`src/rtl/aux_link_pkg.sv`:
```
package aux_link_pkg;
  localparam logic [1:0] KIND_NONE = 2'd0;
  localparam logic [1:0] KIND_SOP  = 2'd1;
  localparam logic [1:0] KIND_DATA = 2'd2;
  localparam logic [1:0] KIND_EOP  = 2'd3;

  localparam int ADDR_RX_BASE = 256;
  localparam int ADDR_TX_LEN  = 512;
  localparam int ADDR_TX_GO   = 513;
  localparam int ADDR_RX_LEN  = 514;
  localparam int ADDR_RX_FLAG = 515;
  localparam int ADDR_RX_OVF  = 516;

  typedef enum logic [1:0] {S_IDLE, S_SOP, S_DATA, S_EOP} tx_state_e;
endpackage

```
`src/rtl/aux_word_ram.sv`:
```
module aux_word_ram #(
  parameter int DW    = 32,
  parameter int DEPTH = 16,
  localparam int IW   = $clog2(DEPTH)
) (
  input  logic          clk,
  input  logic          wr_en,
  input  logic [IW-1:0] wr_idx,
  input  logic [DW-1:0] wr_data,
  input  logic [IW-1:0] rd_idx,
  output logic [DW-1:0] rd_data
);
  logic [DW-1:0] mem [DEPTH];

  always_ff @(posedge clk) begin
    if (wr_en) mem[wr_idx] <= wr_data;
  end

  assign rd_data = mem[rd_idx];
endmodule

```
`src/rtl/aux_tx_engine.sv`:
```
module aux_tx_engine
  import aux_link_pkg::*;
#(
  parameter int DW   = 32,
  parameter int IDXW = 4
) (
  input  logic            clk,
  input  logic            rst_n,
  input  logic            link_ready,
  input  logic            rt_busy,
  input  logic            start,
  input  logic [IDXW-1:0] start_words,
  output logic [IDXW-1:0] rd_idx,
  input  logic [DW-1:0]   rd_data,
  output logic            tx_valid,
  input  logic            tx_ready,
  output logic [1:0]      tx_kind,
  output logic [DW-1:0]   tx_data,
  output logic            busy
);
  tx_state_e       state;
  logic [IDXW-1:0] idx;
  logic [IDXW-1:0] last;
  logic            fire;

  assign fire = tx_valid && tx_ready;

  always_ff @(posedge clk) begin
    if (!rst_n) begin
      state <= S_IDLE;
      idx   <= '0;
      last  <= '0;
    end else begin
      case (state)
        S_IDLE: if (start) begin
          state <= S_SOP;
          idx   <= '0;
          last  <= start_words - 1'b1;
        end
        S_SOP:  if (fire) state <= S_DATA;
        S_DATA: if (fire) begin
          if (idx == last) state <= S_EOP;
          else             idx   <= idx + 1'b1;
        end
        S_EOP:  if (fire) state <= S_IDLE;
        default: state <= S_IDLE;
      endcase
    end
  end

  assign busy     = (state != S_IDLE);
  assign tx_valid = busy && link_ready && !rt_busy;
  assign rd_idx   = idx;

  always_comb begin
    tx_kind = KIND_NONE;
    tx_data = '0;
    case (state)
      S_SOP:  tx_kind = KIND_SOP;
      S_DATA: begin
        tx_kind = KIND_DATA;
        tx_data = rd_data;
      end
      S_EOP:  tx_kind = KIND_EOP;
      default: tx_kind = KIND_NONE;
    endcase
  end
endmodule

```
`src/rtl/aux_rx_engine.sv`:
```
module aux_rx_engine
  import aux_link_pkg::*;
#(
  parameter int DW        = 32,
  parameter int IDXW      = 4,
  parameter int MAX_WORDS = 15
) (
  input  logic            clk,
  input  logic            rst_n,
  input  logic            link_ready,
  input  logic            rx_valid,
  input  logic [1:0]      rx_kind,
  input  logic [DW-1:0]   rx_data,
  output logic            rx_ready,
  output logic            wr_en,
  output logic [IDXW-1:0] wr_idx,
  output logic [DW-1:0]   wr_data,
  input  logic            clr_present,
  input  logic            clr_overflow,
  output logic            present,
  output logic [IDXW+1:0] len_bytes,
  output logic            overflow
);
  localparam logic [IDXW-1:0] CAP = IDXW'(MAX_WORDS);

  logic            take;
  logic            collecting;
  logic            too_long;
  logic [IDXW-1:0] cnt;

  assign rx_ready = link_ready;
  assign take     = rx_valid && rx_ready;
  assign wr_en    = take && (rx_kind == KIND_DATA) && collecting && (cnt != CAP);
  assign wr_idx   = cnt;
  assign wr_data  = rx_data;

  always_ff @(posedge clk) begin
    if (!rst_n) begin
      collecting <= 1'b0;
      too_long   <= 1'b0;
      cnt        <= '0;
      present    <= 1'b0;
      overflow   <= 1'b0;
      len_bytes  <= '0;
    end else begin
      if (clr_present)  present  <= 1'b0;
      if (clr_overflow) overflow <= 1'b0;
      if (take) begin
        case (rx_kind)
          KIND_SOP: begin
            too_long <= 1'b0;
            cnt      <= '0;
            if (present) begin
              collecting <= 1'b0;
              overflow   <= 1'b1;
            end else begin
              collecting <= 1'b1;
            end
          end
          KIND_DATA: if (collecting) begin
            if (cnt == CAP) too_long <= 1'b1;
            else            cnt      <= cnt + 1'b1;
          end
          KIND_EOP: begin
            collecting <= 1'b0;
            if (collecting && !too_long && cnt != '0) begin
              present   <= 1'b1;
              len_bytes <= {cnt, 2'b00};
            end
          end
          default: ;
        endcase
      end
    end
  end
endmodule

```
`src/rtl/aux_link_ctrl.sv`:
```
module aux_link_ctrl
  import aux_link_pkg::*;
#(
  parameter int DW        = 32,
  parameter int AW        = 10,
  parameter int MAX_WORDS = 15,
  parameter int LEN_W     = 16
) (
  input  logic          clk,
  input  logic          rst_n,
  input  logic          link_ready,
  input  logic          rt_busy,
  input  logic [AW-1:0] bus_addr,
  input  logic          bus_wr,
  input  logic [DW-1:0] bus_wdata,
  input  logic          bus_rd,
  output logic [DW-1:0] bus_rdata,
  output logic          tx_valid,
  input  logic          tx_ready,
  output logic [1:0]    tx_kind,
  output logic [DW-1:0] tx_data,
  input  logic          rx_valid,
  output logic          rx_ready,
  input  logic [1:0]    rx_kind,
  input  logic [DW-1:0] rx_data
);
  localparam int IDXW  = $clog2(MAX_WORDS + 1);
  localparam int DEPTH = 1 << IDXW;
  localparam int PAGEW = AW - IDXW;
  localparam logic [PAGEW-1:0] RX_PAGE = PAGEW'(ADDR_RX_BASE >> IDXW);

  logic [LEN_W-1:0] tx_len_q;
  logic [LEN_W-3:0] len_words;
  logic             len_ok;
  logic             tx_busy;
  logic             start_req;
  logic [IDXW-1:0]  tx_rd_idx;
  logic [DW-1:0]    tx_rd_data;
  logic             rx_wr_en;
  logic [IDXW-1:0]  rx_wr_idx;
  logic [DW-1:0]    rx_wr_data;
  logic [DW-1:0]    rx_rd_data;
  logic             rx_present;
  logic             rx_overflow;
  logic [IDXW+1:0]  rx_len;
  logic             sel_tx_page;
  logic             sel_rx_page;
  logic             clr_present;
  logic             clr_overflow;
  logic [DW-1:0]    rd_val;

  assign sel_tx_page = (bus_addr[AW-1:IDXW] == '0);
  assign sel_rx_page = (bus_addr[AW-1:IDXW] == RX_PAGE);

  assign len_words = tx_len_q[LEN_W-1:2];
  assign len_ok    = (len_words != '0) && (len_words <= (LEN_W-2)'(MAX_WORDS));
  assign start_req = bus_wr && (bus_addr == AW'(ADDR_TX_GO)) && bus_wdata[0]
                     && !tx_busy && link_ready && len_ok;
  assign clr_present  = bus_wr && (bus_addr == AW'(ADDR_RX_FLAG)) && bus_wdata[0];
  assign clr_overflow = bus_wr && (bus_addr == AW'(ADDR_RX_OVF)) && bus_wdata[0];

  always_ff @(posedge clk) begin
    if (!rst_n) tx_len_q <= '0;
    else if (bus_wr && bus_addr == AW'(ADDR_TX_LEN)) tx_len_q <= bus_wdata[LEN_W-1:0];
  end

  aux_word_ram #(.DW(DW), .DEPTH(DEPTH)) u_tx_buf (
    .clk     (clk),
    .wr_en   (bus_wr && sel_tx_page),
    .wr_idx  (bus_addr[IDXW-1:0]),
    .wr_data (bus_wdata),
    .rd_idx  (tx_rd_idx),
    .rd_data (tx_rd_data)
  );

  aux_tx_engine #(.DW(DW), .IDXW(IDXW)) u_tx (
    .clk         (clk),
    .rst_n       (rst_n),
    .link_ready  (link_ready),
    .rt_busy     (rt_busy),
    .start       (start_req),
    .start_words (IDXW'(len_words)),
    .rd_idx      (tx_rd_idx),
    .rd_data     (tx_rd_data),
    .tx_valid    (tx_valid),
    .tx_ready    (tx_ready),
    .tx_kind     (tx_kind),
    .tx_data     (tx_data),
    .busy        (tx_busy)
  );

  aux_rx_engine #(.DW(DW), .IDXW(IDXW), .MAX_WORDS(MAX_WORDS)) u_rx (
    .clk          (clk),
    .rst_n        (rst_n),
    .link_ready   (link_ready),
    .rx_valid     (rx_valid),
    .rx_kind      (rx_kind),
    .rx_data      (rx_data),
    .rx_ready     (rx_ready),
    .wr_en        (rx_wr_en),
    .wr_idx       (rx_wr_idx),
    .wr_data      (rx_wr_data),
    .clr_present  (clr_present),
    .clr_overflow (clr_overflow),
    .present      (rx_present),
    .len_bytes    (rx_len),
    .overflow     (rx_overflow)
  );

  aux_word_ram #(.DW(DW), .DEPTH(DEPTH)) u_rx_buf (
    .clk     (clk),
    .wr_en   (rx_wr_en),
    .wr_idx  (rx_wr_idx),
    .wr_data (rx_wr_data),
    .rd_idx  (bus_addr[IDXW-1:0]),
    .rd_data (rx_rd_data)
  );

  always_comb begin
    rd_val = '0;
    if (sel_rx_page) rd_val = rx_rd_data;
    else begin
      case (bus_addr)
        AW'(ADDR_TX_LEN):  rd_val = DW'(tx_len_q);
        AW'(ADDR_TX_GO):   rd_val = DW'(tx_busy);
        AW'(ADDR_RX_LEN):  rd_val = DW'(rx_len);
        AW'(ADDR_RX_FLAG): rd_val = DW'(rx_present);
        AW'(ADDR_RX_OVF):  rd_val = DW'(rx_overflow);
        default:           rd_val = '0;
      endcase
    end
  end

  always_ff @(posedge clk) begin
    if (!rst_n)      bus_rdata <= '0;
    else if (bus_rd) bus_rdata <= rd_val;
  end
endmodule

```
`config.mk`:
```
export PLATFORM = sky130hd
export DESIGN_NAME = aux_link_ctrl
export DESIGN_NICKNAME = d
export VERILOG_FILES = /design/src/rtl/aux_link_pkg.sv /design/src/rtl/aux_word_ram.sv /design/src/rtl/aux_tx_engine.sv /design/src/rtl/aux_rx_engine.sv /design/src/rtl/aux_link_ctrl.sv
export SDC_FILE = /design/constraint.sdc
export NUM_CORES = 1
export LEC_CHECK = 0
export ABC_CLOCK_PERIOD_IN_PS = 4150
export BUFFER_PORTS_ARGS = -buffer_cell sky130_fd_sc_hd__buf_2
export CAP_MARGIN = 20
export CORE_ASPECT_RATIO = 1.25
export CORE_MARGIN = 2
export CORE_UTILIZATION = 41
export CTS_BUF_LIST = sky130_fd_sc_hd__clkbuf_4
export CTS_CLUSTER_DIAMETER = 100
export DETAILED_ROUTE_END_ITERATION = 6
export GPL_TIMING_DRIVEN = 0
export PLACE_DENSITY_LB_ADDON = 0.05
export SLEW_MARGIN = 20
export SYNTH_ARGS = -nofsm -noshare
export SYNTH_HDL_FRONTEND = slang
export SYNTH_SLANG_ARGS = --single-unit
```
`constraint.sdc`:
```
create_clock -name clk -period 4.15 [get_ports clk]
set_input_delay 0.415 -clock clk [delete_from_list [all_inputs] [get_ports clk]]
set_output_delay 0.415 -clock clk [all_outputs]
set_load 0.02 [all_outputs]
```
# Word-level counts from Yosys, hierarchy flattened
# Memories as Yosys holds them, arrays and structs flattened. A register that Yosys moved wholly into a read port is not among the register bits.
# Cells that the tools add are included.
# totals
ff_bits	70
ramBits	1024
inputBits	84
out_inout_bits	68
wordCells	116
memories	2
# mem_list
memory	depth	width	read_ports	rd_ports_with_merged_regs	write_ports	line_no	text
u_rx_buf.mem	16	32	1	0	1	aux_word_ram.sv:13	logic [DW-1:0] mem [DEPTH];
u_tx_buf.mem	16	32	1	1	1	aux_word_ram.sv:13	
# op_classes
n_addsub	3
n_lt_le_gt_ge	1
eq_ne	24
mux	36
reduce_logical	39
# op_table
cell	count
$pmux 16 s5	1
$mux 32	2
$eq 10x10->1 const B	5
$mux 4	7
$logic_and 1x1->1	21
$pmux 4 s2	2
$mux 1	15
$le 14x4->1 const B	1
$reduce_bool 14->1	1
$reduce_and 4->1	3
$mux 2	5
$ne 2x1->1 const B	5
$add 4x1->4 const B	2
$eq 2x2->1 const B	4
$ne 2x2->1 const B	4
$pmux 2 s4	1
$reduce_bool 2->1	4
$eq 6x5->1 const B	1
$logic_not 6->1	1
$pmux 2 s3	1
$reduce_and 5->1	1
$eq 2x1->1 const B	2
$eq 4x4->1	1
$eq 4x4->1 const B	1
other kinds (8)	12

# Longest topological paths before layout
# Gate-level depths: netlist of run 1.
# depth
depth_word	10
mapped_depth	9
depth_no_buf	7

# Hierarchy
# From an unflattened synthesis of run 1, not the netlist that was laid out.
# hier_totals
hier_cells	2072
area_unflattened_um2	42469.5
# by_module_without_submodules
mod	instances	cells_each	area_each_um2	seq_area_each_um2
aux_word_ram	2	806	19194.7	15374.7
aux_link_ctrl	1	248	2322.2	960.9
aux_tx_engine	1	111	894.6	200.2
aux_rx_engine	1	101	863.3	240.2

# Worst setup path before layout of run 1
# OpenSTA, ideal clock, no wires.
# synth_timing
path_kind	in2reg
from	input rx_valid
to	memory u_rx_buf.mem[0][0] (enable)
setup_ns	0.461
arrival_ns	3.295
required_time_ns	3.689
slack_ns	0.394
stages	6
path_buffers	1
cell_sequence	and2_1 -> clkbuf_1 -> nand3_1 -> nor2_1 -> nand2_1 -> nor3_1
# synth_via
elab_chain_cells	6
# synth_rtl
item	line_no	text
start: declaration	aux_link_ctrl.sv:22	input logic rx_valid,
$logic_and 1x1->1	aux_rx_engine.sv:32	assign take = rx_valid && rx_ready;
$logic_and 1x1->1 (3 in a row)	aux_rx_engine.sv:33	assign wr_en = take && (rx_kind == KIND_DATA) && collecting && (cnt != CAP);
$mux 1	aux_word_ram.sv:16	if (wr_en) mem[wr_idx] <= wr_data;
$mux 1 (implied by the code)	aux_word_ram.sv:16	
end: declaration	aux_word_ram.sv:13	
# Every way passes these cells.

==> metrics.json, run 1 <==
{
  "synth": {
    "synth-seq-cells": 1098,
    "synth_top_area_cell": "sky130_fd_sc_hd__edfxtp_1",
    "yosys.cell_types.count": 60,
    "yosys_warnings": 0,
    "synthesis.area_per_instance_sq_um": 21.6,
    "ys_top_cells_by_area": "sky130_fd_sc_hd__edfxtp_1 (73%), sky130_fd_sc_hd__mux4_2 (15%), sky130_fd_sc_hd__dfxtp_1 (3.5%)",
    "ys_async_sr_fraction": 0,
    "netlist_instances": 1948,
    "synth_top_flop_cell": "sky130_fd_sc_hd__edfxtp_1",
    "synth_largest_type_area_fraction": 0.729,
    "netlist_area_sq_um": 42200,
    "synth.yosys.seq_area_share": 0.764,
    "count_of_flip_flops_with_a_built_in_enable_after_synthesis": 1024
  },
  "global_routing": {
    "global_route_wire_length_before_repair_mm": 162,
    "grt_antenna_before_repair": 13,
    "globalRoute.totalOverflow": 0,
    "global_route.usage.total": 0.215,
    "grt_max_degree": 19,
    "first_global_vias": 23900
  },
  "cts": {
    "cts.sink_count": 1098,
    "clock_tree_from_tritoncts": "done",
    "post-cts-setup-buffers": 0,
    "cts_buffers": 297,
    "cts.clk_slew.worst_paths_ns": 0.07,
    "cts-htree-levels": 5,
    "clockRootBuffer": "sky130_fd_sc_hd__clkbuf_4",
    "clk_path_buf_depth": 4,
    "worst_skew_pair.late_latency_ns": 1.17
  },
  "setup_path": {
    "cp_data_arrival_time_ns": 3.51,
    "cp_max_delay_cell": "sky130_fd_sc_hd__clkbuf_2",
    "worst_setup_path_start_kind": "flip-flop",
    "cp.buffers_inverters": 3,
    "worst_r2r_end": "bus_rdata[0]",
    "crit_type": "flip-flop to output pin",
    "slowest_delay_ns": 0.47,
    "timing.rr.start": "u_tx.state[0]",
    "r2r_cells": 11,
    "critical_path.cell_chain": "clkbuf_2 -> clkbuf_2 -> mux4_2 -> mux4_2 -> and2_1 -> buf_2",
    "worst-r2r-setup-slack_ns": 0.50,
    "cp-end-kind": "output pin",
    "critPathMaxFanout": 10,
    "worstPathRequired_ns": 3.73,
    "timing.critical_path.max_delay_family": "buffers and inverters"
  },
  "worst_hold_path": {
    "hold_depth": 2,
    "hold_path_startpoint": "rx_data[20]",
    "hp-class": "input pin to flip-flop",
    "hold-path-endpoint": "u_rx_buf.mem[4][20]"
  },
  "placed_design": {
    "postPlaceCellArea_sq_um": 46600,
    "finalWeightedCongestion": 0.837,
    "io_buffers": 147,
    "dp_cells": 3531,
    "dp_slack_ns": 0.386,
    "detailed_place_hpwl_mm": 74.3
  },
  "timing": {
    "report.final.slew_viol_count": 0,
    "fmax_mhz": 255,
    "layout_worst_path_cycle_share": 0.947,
    "clock-skew-final_ns": 0.0505,
    "final-setup-viol-count": 0,
    "max_slew.worst_pin.slew_ns": 1.14,
    "unrepaired_setup_endpoints_after_global_routing": "false",
    "layout_setup_ws_ns": 0.222,
    "finalWorstPathRequiredPeriod_ns": 3.93,
    "relSlewSlack": 0.239,
    "hold_viol": 0
  },
  "finish": {
    "drive_above_1_share": 0.377,
    "layout.cell_area.non_filler_sq_um": 51000,
    "finish.utilization": 0.500,
    "stdcell_count": 4093,
    "layout-area-overhead-vs-synth_pct": 20.9,
    "final_net_count": 2692
  },
  "floorplan": {
    "io_pins": 152,
    "dieArea_sq_um": 105000,
    "rows": 131,
    "chipHeight_um": 363,
    "die_w_um": 291,
    "design.core.area_sq_um": 102000,
    "floorplan.initialDensity": 0.414
  },
  "job": {
    "max_cap_violations": 0
  },
  "outcome": {
    "status": "finished, final reports clean"
  },
  "routing": {
    "drt_iter0_drc": 1458,
    "first_pass_iters": 7,
    "drt-vias-per-instance": 5.40,
    "detailroute.via_count": 22100,
    "postRouteAntennaNets": 0,
    "avgRoutedWirePerCell_um": 27.1,
    "drt_drc_violations_left": 0,
    "wl_mm": 111
  },
  "power": {
    "power.total_mw": 21.7,
    "leak_pwr_nw": 17.0,
    "worst_ir_drop_vdd_mv": 0.224,
    "p_per_area_nw_per_um2": 425
  }
}
==> cell usage in the layout (no fill, tap or decap), drive strengths merged, types with 18 or more instances in the layout <==
master,n
nand2,52
clkinv,26
nor2,53
o21ai,19
dfxtp,74
edfxtp,1024
o22ai,18
mux2i,70
mux4,288
and2,35
conb,32
a21oi,27
buf,262
dlygate4sd3,95
clkbuf,495
==> kinds of logic after synthesis <==
group           Yosys count  share of synthesized area
mux                     358                      0.170
flops                  1098                      0.764
other cells               1                  0.0000889
compound gates          136                     0.0215
simple gates            219                     0.0272
fa+ha+maj                13                    0.00386
xor+xnor                  7                    0.00145
buf+inv                 116                     0.0111
==> cell type report <==
type                       instances  area, sq um
multi-input combinational        765         9810
clock buffer                     429         3220
timing repair buffer             317         3330
fill                            8510        51000
sequential                      1098        32200
clock inverter                    32          149
antenna                            6         15.0
inverter                          10         37.5
buffer                           106          520
tap                             1330         1660
==> per-layer routing <==
layer	global-route usage	share of wire
met2	0.380	0.53
met1	0.253	0.38
met5	0	0.00068
met4	0.0791	0.025
met3	0.0544	0.060
==> where the power goes <==
group / internal, mW / switching [mW] / total [mW]
sequential: 12.1 / 0.00695 / 12.1
clock: 4.73 / 4.18 / 8.90
combinational: 0.250 / 0.387 / 0.637
==> sequential cells by signal, indices dropped and copies added, names as in the netlist, named ones only <==
name and flops:
bus_rdata 32, tx_len_q 16, u_rx.collecting 1, u_rx.len_bytes 4
u_rx.overflow 1, u_rx.present 1, u_rx.too_long 1, u_rx.wr_idx 4
u_rx_buf.mem 512, u_tx.last 4, u_tx.rd_idx 4, u_tx.state 2
u_tx_buf.mem 512
==> cell usage after synthesis, types with 2 or more instances <==
| library cell | count |
|---|---|
| sky130_fd_sc_hd__a311oi_1 | 2 |
| sky130_fd_sc_hd__nor4_1 | 3 |
| sky130_fd_sc_hd__a31oi_1 | 14 |
| sky130_fd_sc_hd__a21oi_1 | 27 |
| sky130_fd_sc_hd__o221ai_1 | 4 |
| sky130_fd_sc_hd__mux4_2 | 288 |
| sky130_fd_sc_hd__edfxtp_1 | 1024 |
| sky130_fd_sc_hd__inv_1 | 9 |
| sky130_fd_sc_hd__clkbuf_1 | 60 |
| sky130_fd_sc_hd__buf_4 | 2 |
| sky130_fd_sc_hd__a22oi_1 | 3 |
| sky130_fd_sc_hd__o22a_1 | 12 |
| sky130_fd_sc_hd__a211oi_1 | 6 |
| sky130_fd_sc_hd__a31o_2 | 4 |
| sky130_fd_sc_hd__o21a_1 | 2 |
| sky130_fd_sc_hd__nor4bb_1 | 2 |
| sky130_fd_sc_hd__o21ai_0 | 19 |
| sky130_fd_sc_hd__dfxtp_1 | 74 |
| sky130_fd_sc_hd__nand4b_1 | 3 |
| sky130_fd_sc_hd__xnor2_1 | 6 |
| sky130_fd_sc_hd__nor3b_1 | 4 |
| sky130_fd_sc_hd__nand2b_1 | 13 |
| sky130_fd_sc_hd__and2_1 | 35 |
| sky130_fd_sc_hd__a21o_1 | 16 |
| sky130_fd_sc_hd__nor2_1 | 53 |
| sky130_fd_sc_hd__or2_2 | 3 |
| sky130_fd_sc_hd__mux2i_1 | 70 |
| sky130_fd_sc_hd__buf_1 | 29 |
| sky130_fd_sc_hd__nor2b_1 | 14 |
| sky130_fd_sc_hd__nand4_1 | 4 |
| sky130_fd_sc_hd__nand2_1 | 52 |
| sky130_fd_sc_hd__nor3_1 | 7 |
| sky130_fd_sc_hd__a41oi_1 | 2 |
| sky130_fd_sc_hd__o22ai_1 | 18 |
| sky130_fd_sc_hd__buf_2 | 13 |
| sky130_fd_sc_hd__nand3_1 | 15 |
| sky130_fd_sc_hd__ha_1 | 13 |
==> what timing repair did <==
action                                   CTS  global route
endpoints found under the setup margin    32             0
gates resized for setup                   57             0
hold buffers                              95             0
hold endpoints to repair                1074             0
==> metrics by stage <==
stage / hold WS, ns / setup TNS [ns]
after floorplan: 0.431 / 0
after global placement: 0.431 / -1770.33
after detailed placement: 0.434 / 0
after CTS: 0.00230 / 0
after global routing: 0.0631 / 0
final: 0.159 / 0
==> worst max path at each step <==
| stage | start | to | slack, ns | cells after the start |
|---|---|---|---|---|
| 2_1_floorplan | rx_valid | u_rx_buf.mem[0][0] | 0.39 | 6 |
| 3_3_place_gp | link_ready | u_rx_buf.mem[1][15] | -3.19 | 7 |
| 3_5_place_dp | bus_addr[3] | u_tx_buf.mem[6][7] | 0.39 | 8 |
| 4_1_cts | flip-flop | tx_data[6] | 0.02 | 6 |
| 5_1_grt | u_tx.state[0] | tx_data[3] | 0.004 | 6 |
| 6_report | flip-flop | tx_data[31] | 0.22 | 6 |
No activity file was read; power rests on OpenSTA's default activity.
==> run 2: changes to the inputs <==
Settings changed: RECOVER_POWER set to 100, REMOVE_ABC_BUFFERS set to 1, SETUP_SLACK_MARGIN set to 0.3.
==> metrics.json, run 2 (same netlist as run 1, synthesis figures left out) <==
{
  "timing": {
    "fmax": {"value": 249, "unit": "MHz", "change": "-2.3%"},
    "hold_viol": {"value": 0, "change": "unchanged"},
    "unrepaired_setup_endpoints_after_global_routing": "true",
    "clock-skew-final": {"value": 0.0539, "unit": "ns", "change": "+0.00338 ns"},
    "max_slew.worst_pin.slew": {"value": 2.18, "unit": "ns", "change": "+1.04 ns"},
    "final-setup-viol-count": {"value": 0, "change": "unchanged"},
    "report.final.slew_viol_count": {"value": 187, "change": "+187"},
    "layout_worst_path_cycle_share": {"value": 0.969, "change": "+0.0223"},
    "finalWorstPathRequiredPeriod": {"value": 4.02, "unit": "ns", "change": "+0.0925 ns"},
    "relSlewSlack": {"value": -0.461, "change": "-0.700"}
  },
  "cts": {
    "worst_skew_pair.late_latency": {"value": 1.12, "unit": "ns", "change": "-0.05 ns"},
    "clk_path_buf_depth": {"value": 4, "change": "unchanged"},
    "clock_tree_from_tritoncts": "done",
    "cts_buffers": {"value": 296, "change": "-0.34%"},
    "cts.sink_count": {"value": 1098, "change": "unchanged"},
    "clockRootBuffer": "sky130_fd_sc_hd__clkbuf_4",
    "cts.clk_slew.worst_paths": {"value": 0.07, "unit": "ns", "change": "about the same"},
    "cts-htree-levels": {"value": 5, "change": "unchanged"}
  },
  "finish": {
    "drive_above_1_share": {"value": 0.321, "change": "-0.0567"},
    "finish.utilization": {"value": 0.496, "change": "-0.00397"},
    "layout.cell_area.non_filler": {"value": 50600, "unit": "sq um", "change": "-0.79%"},
    "reg_top3": "u_rx_buf.mem x512, u_tx_buf.mem x512, bus_rdata x32",
    "layout-area-overhead-vs-synth_pct": 19.9,
    "final_net_count": {"value": 2655, "change": "-1.4%"},
    "stdcell_count": {"value": 4092, "change": "-0.024%"},
    "mostFrequentLayoutCell": "sky130_fd_sc_hd__edfxtp_1",
    "most-common-layout-cells": "sky130_fd_sc_hd__edfxtp_1 (1,024), sky130_fd_sc_hd__clkbuf_4 (443), sky130_fd_sc_hd__mux4_2 (288), sky130_fd_sc_hd__clkbuf_1 (167), sky130_fd_sc_hd__dlygate4sd3_1 (104)",
    "nFillCells": {"value": 8640, "change": "+1.5%"}
  },
  "setup_path": {
    "crit_type": "input pin to flip-flop",
    "cp_max_delay_cell": "sky130_fd_sc_hd__dlygate4sd3_1",
    "worstPathRequired": {"value": 5.22, "unit": "ns", "change": "+1.49 ns"},
    "critPathMaxFanout": {"value": 16, "change": "+6"},
    "cp_data_arrival_time": {"value": 5.09, "unit": "ns", "change": "+1.58 ns"},
    "slowest_delay": {"value": 0.77, "unit": "ns", "change": "+0.30 ns"},
    "worst_setup_path_start_kind": "input pin",
    "r2r_cells": {"value": 5, "change": "-6"},
    "cp-end-kind": "flip-flop",
    "critical_path.cell_chain": "dlygate4sd3_1 -> buf_2 -> or4_1 -> dlygate4sd3_1 -> nor4_4 -> buf_6 -> and2_1 -> nand2_1 -> dlygate4sd3_1 -> a21oi_1 -> dlygate4sd3_1",
    "critical-path-top-cell-by-count": "sky130_fd_sc_hd__dlygate4sd3_1"
  },
  "power": {
    "leak_pwr": {"value": 16.5, "unit": "nW", "change": "-3.0%"},
    "p_per_area": {"value": 432, "unit": "nW/um^2", "change": "+1.6%"},
    "power_switching": {"value": 4.56, "unit": "mW", "change": "-0.14%"},
    "power_frac_comb": {"value": 0.027, "change": "-0.002"},
    "power_frac_seq": {"value": 0.555, "change": "-0.005"},
    "power_frac_clock": {"value": 0.418, "change": "+0.007"},
    "switching_share": {"value": 0.209, "change": "-0.00188"},
    "internal-power": {"value": 17.3, "unit": "mW", "change": "+1.0%"},
    "worst_ir_drop_vdd": {"value": 0.264, "unit": "mV", "change": "+18%"},
    "power.total": {"value": 21.8, "unit": "mW", "change": "+0.76%"}
  },
  "routing": {
    "wl": {"value": 106, "unit": "mm", "change": "-4.1%"},
    "drt-vias-per-instance": {"value": 5.32, "change": "-1.4%"},
    "drt_iter0_drc": {"value": 1327, "change": "-9.0%"},
    "drt_drc_violations_left": {"value": 0, "change": "unchanged"},
    "postRouteAntennaNets": {"value": 0, "change": "unchanged"},
    "detailroute.via_count": {"value": 21800, "change": "-1.5%"},
    "first_pass_iters": {"value": 5, "change": "-2"},
    "avgRoutedWirePerCell": {"value": 25.9, "unit": "um", "change": "-4.1%"}
  },
  "floorplan": {
    "chipHeight": {"value": 363, "unit": "um", "change": "unchanged"},
    "dieArea": {"value": 105000, "unit": "sq um", "change": "unchanged"},
    "design.core.area": {"value": 102000, "unit": "sq um", "change": "unchanged"},
    "rows": {"value": 131, "change": "unchanged"},
    "io_pins": {"value": 152, "change": "unchanged"},
    "die_w": {"value": 291, "unit": "um", "change": "unchanged"},
    "floorplan.initialDensity": {"value": 0.414, "change": "unchanged"}
  },
  "global_routing": {
    "first_global_vias": {"value": 23700, "change": "-0.83%"},
    "global_route_wire_length_before_repair": {"value": 155, "unit": "mm", "change": "-4.1%"},
    "grt_max_degree": {"value": 74, "change": "+55"},
    "globalRoute.totalOverflow": {"value": 0, "change": "unchanged"},
    "global_route.usage.total": {"value": 0.204, "change": "-0.0106"},
    "grt_antenna_before_repair": {"value": 11, "change": "-2"}
  },
  "worst_hold_path": {
    "hp-class": "input pin to flip-flop",
    "hold_depth": {"value": 4, "change": "+2"}
  },
  "job": {
    "max_cap_violations": {"value": 12, "change": "+12"}
  },
  "outcome": {
    "violated_checks": "max-capacitance violations, max-slew violations",
    "status": "finished with violations"
  },
  "placed_design": {
    "detailed_place_hpwl": {"value": 63.1, "unit": "mm", "change": "-15%"},
    "postPlaceCellArea": {"value": 46600, "unit": "sq um", "change": "+0.16%"},
    "dp_cells": {"value": 3456, "change": "-2.1%"},
    "finalWeightedCongestion": {"value": 0.715, "change": "-15%"},
    "io_buffers": {"value": 151, "change": "+2.7%"}
  }
}
-- run 2: layout make-up --
type | instances | area (sq um) | share of cell area
antenna | 4 | 10.0 | 0.000198
clock buffer | 443 | 3330 | 0.0658
clock inverter | 55 | 238 | 0.00470
inverter | 10 | 37.5 | 0.000742
multi-input combinational | 765 | 9600 | 0.190
sequential | 1098 | 32200 | 0.638
tap | 1330 | 1660 | 0.0329
timing repair buffer | 387 | 3450 | 0.0682
-- run 2: repair_timing --
| item | CTS | global route |
|---|---|---|
| resized for setup | 19 | 38 |
| hold buffers | 104 | 0 |
| gates cloned | 10 | 4 |
| hold endpoints to repair | 1090 | 0 |
| buffers inserted | 15 | 1 |
| endpoints found under the setup margin | 28 | 26 |
| pin swaps | 0 | 0 |
-- run 2: worst paths after layout --
path | from | end | slack (ns)
setup / recovery | bus_addr[6] | tx_len_q[0] | 0.13
hold / removal | rst_n | flip-flop | 0.28
setup reg to reg | u_rx.wr_idx[1] | u_rx_buf.mem[11][15] | 0.39
hold reg to reg | bus_rdata[26] | bus_rdata[26] | 0.45
-- run 2: critical path: cells and delay by family --
| kind | cells | cell delay [ns] |
|---|---|---|
| buf+inv | 6 | 2.79 |
| simple gates | 4 | 1.75 |
| compound gates | 1 | 0.13 |
-- run 2: per-stage QoR --
step	hold slack [ns]	setup slack, ns	setup TNS, ns
floorplan	0.431	-2.90	-92.74
global placement	0.432	-5.91	-3385.74
detailed placement	0.439	0.799	0
CTS	0.0193	0.234	0
global route	0.164	0.134	0
finish	0.282	0.129	0
-- run 2: layer usage --
metal / wire [um] / part of all wire / GRT usage / vias to the layer above
met5: 92 / 0.00087 / 0 / -
li1: - / - / - / 9517
met2: 56000 / 0.53 / 0.355 / 587
met4: 1660 / 0.016 / 0.0641 / 14
met3: 5320 / 0.050 / 0.0524 / 148
met1: 43100 / 0.41 / 0.250 / 11500
-- run 2: power groups by stage --
stage	Combinational (mW)	Clock, mW	Sequential (mW)
after floorplan	0.205	0	12.4
after global placement	0.540	0	12.4
after detailed placement	0.543	0	12.4
after CTS	0.619	9.46	12.1
after global routing	0.648	10.1	12.1
final	0.592	9.11	12.1
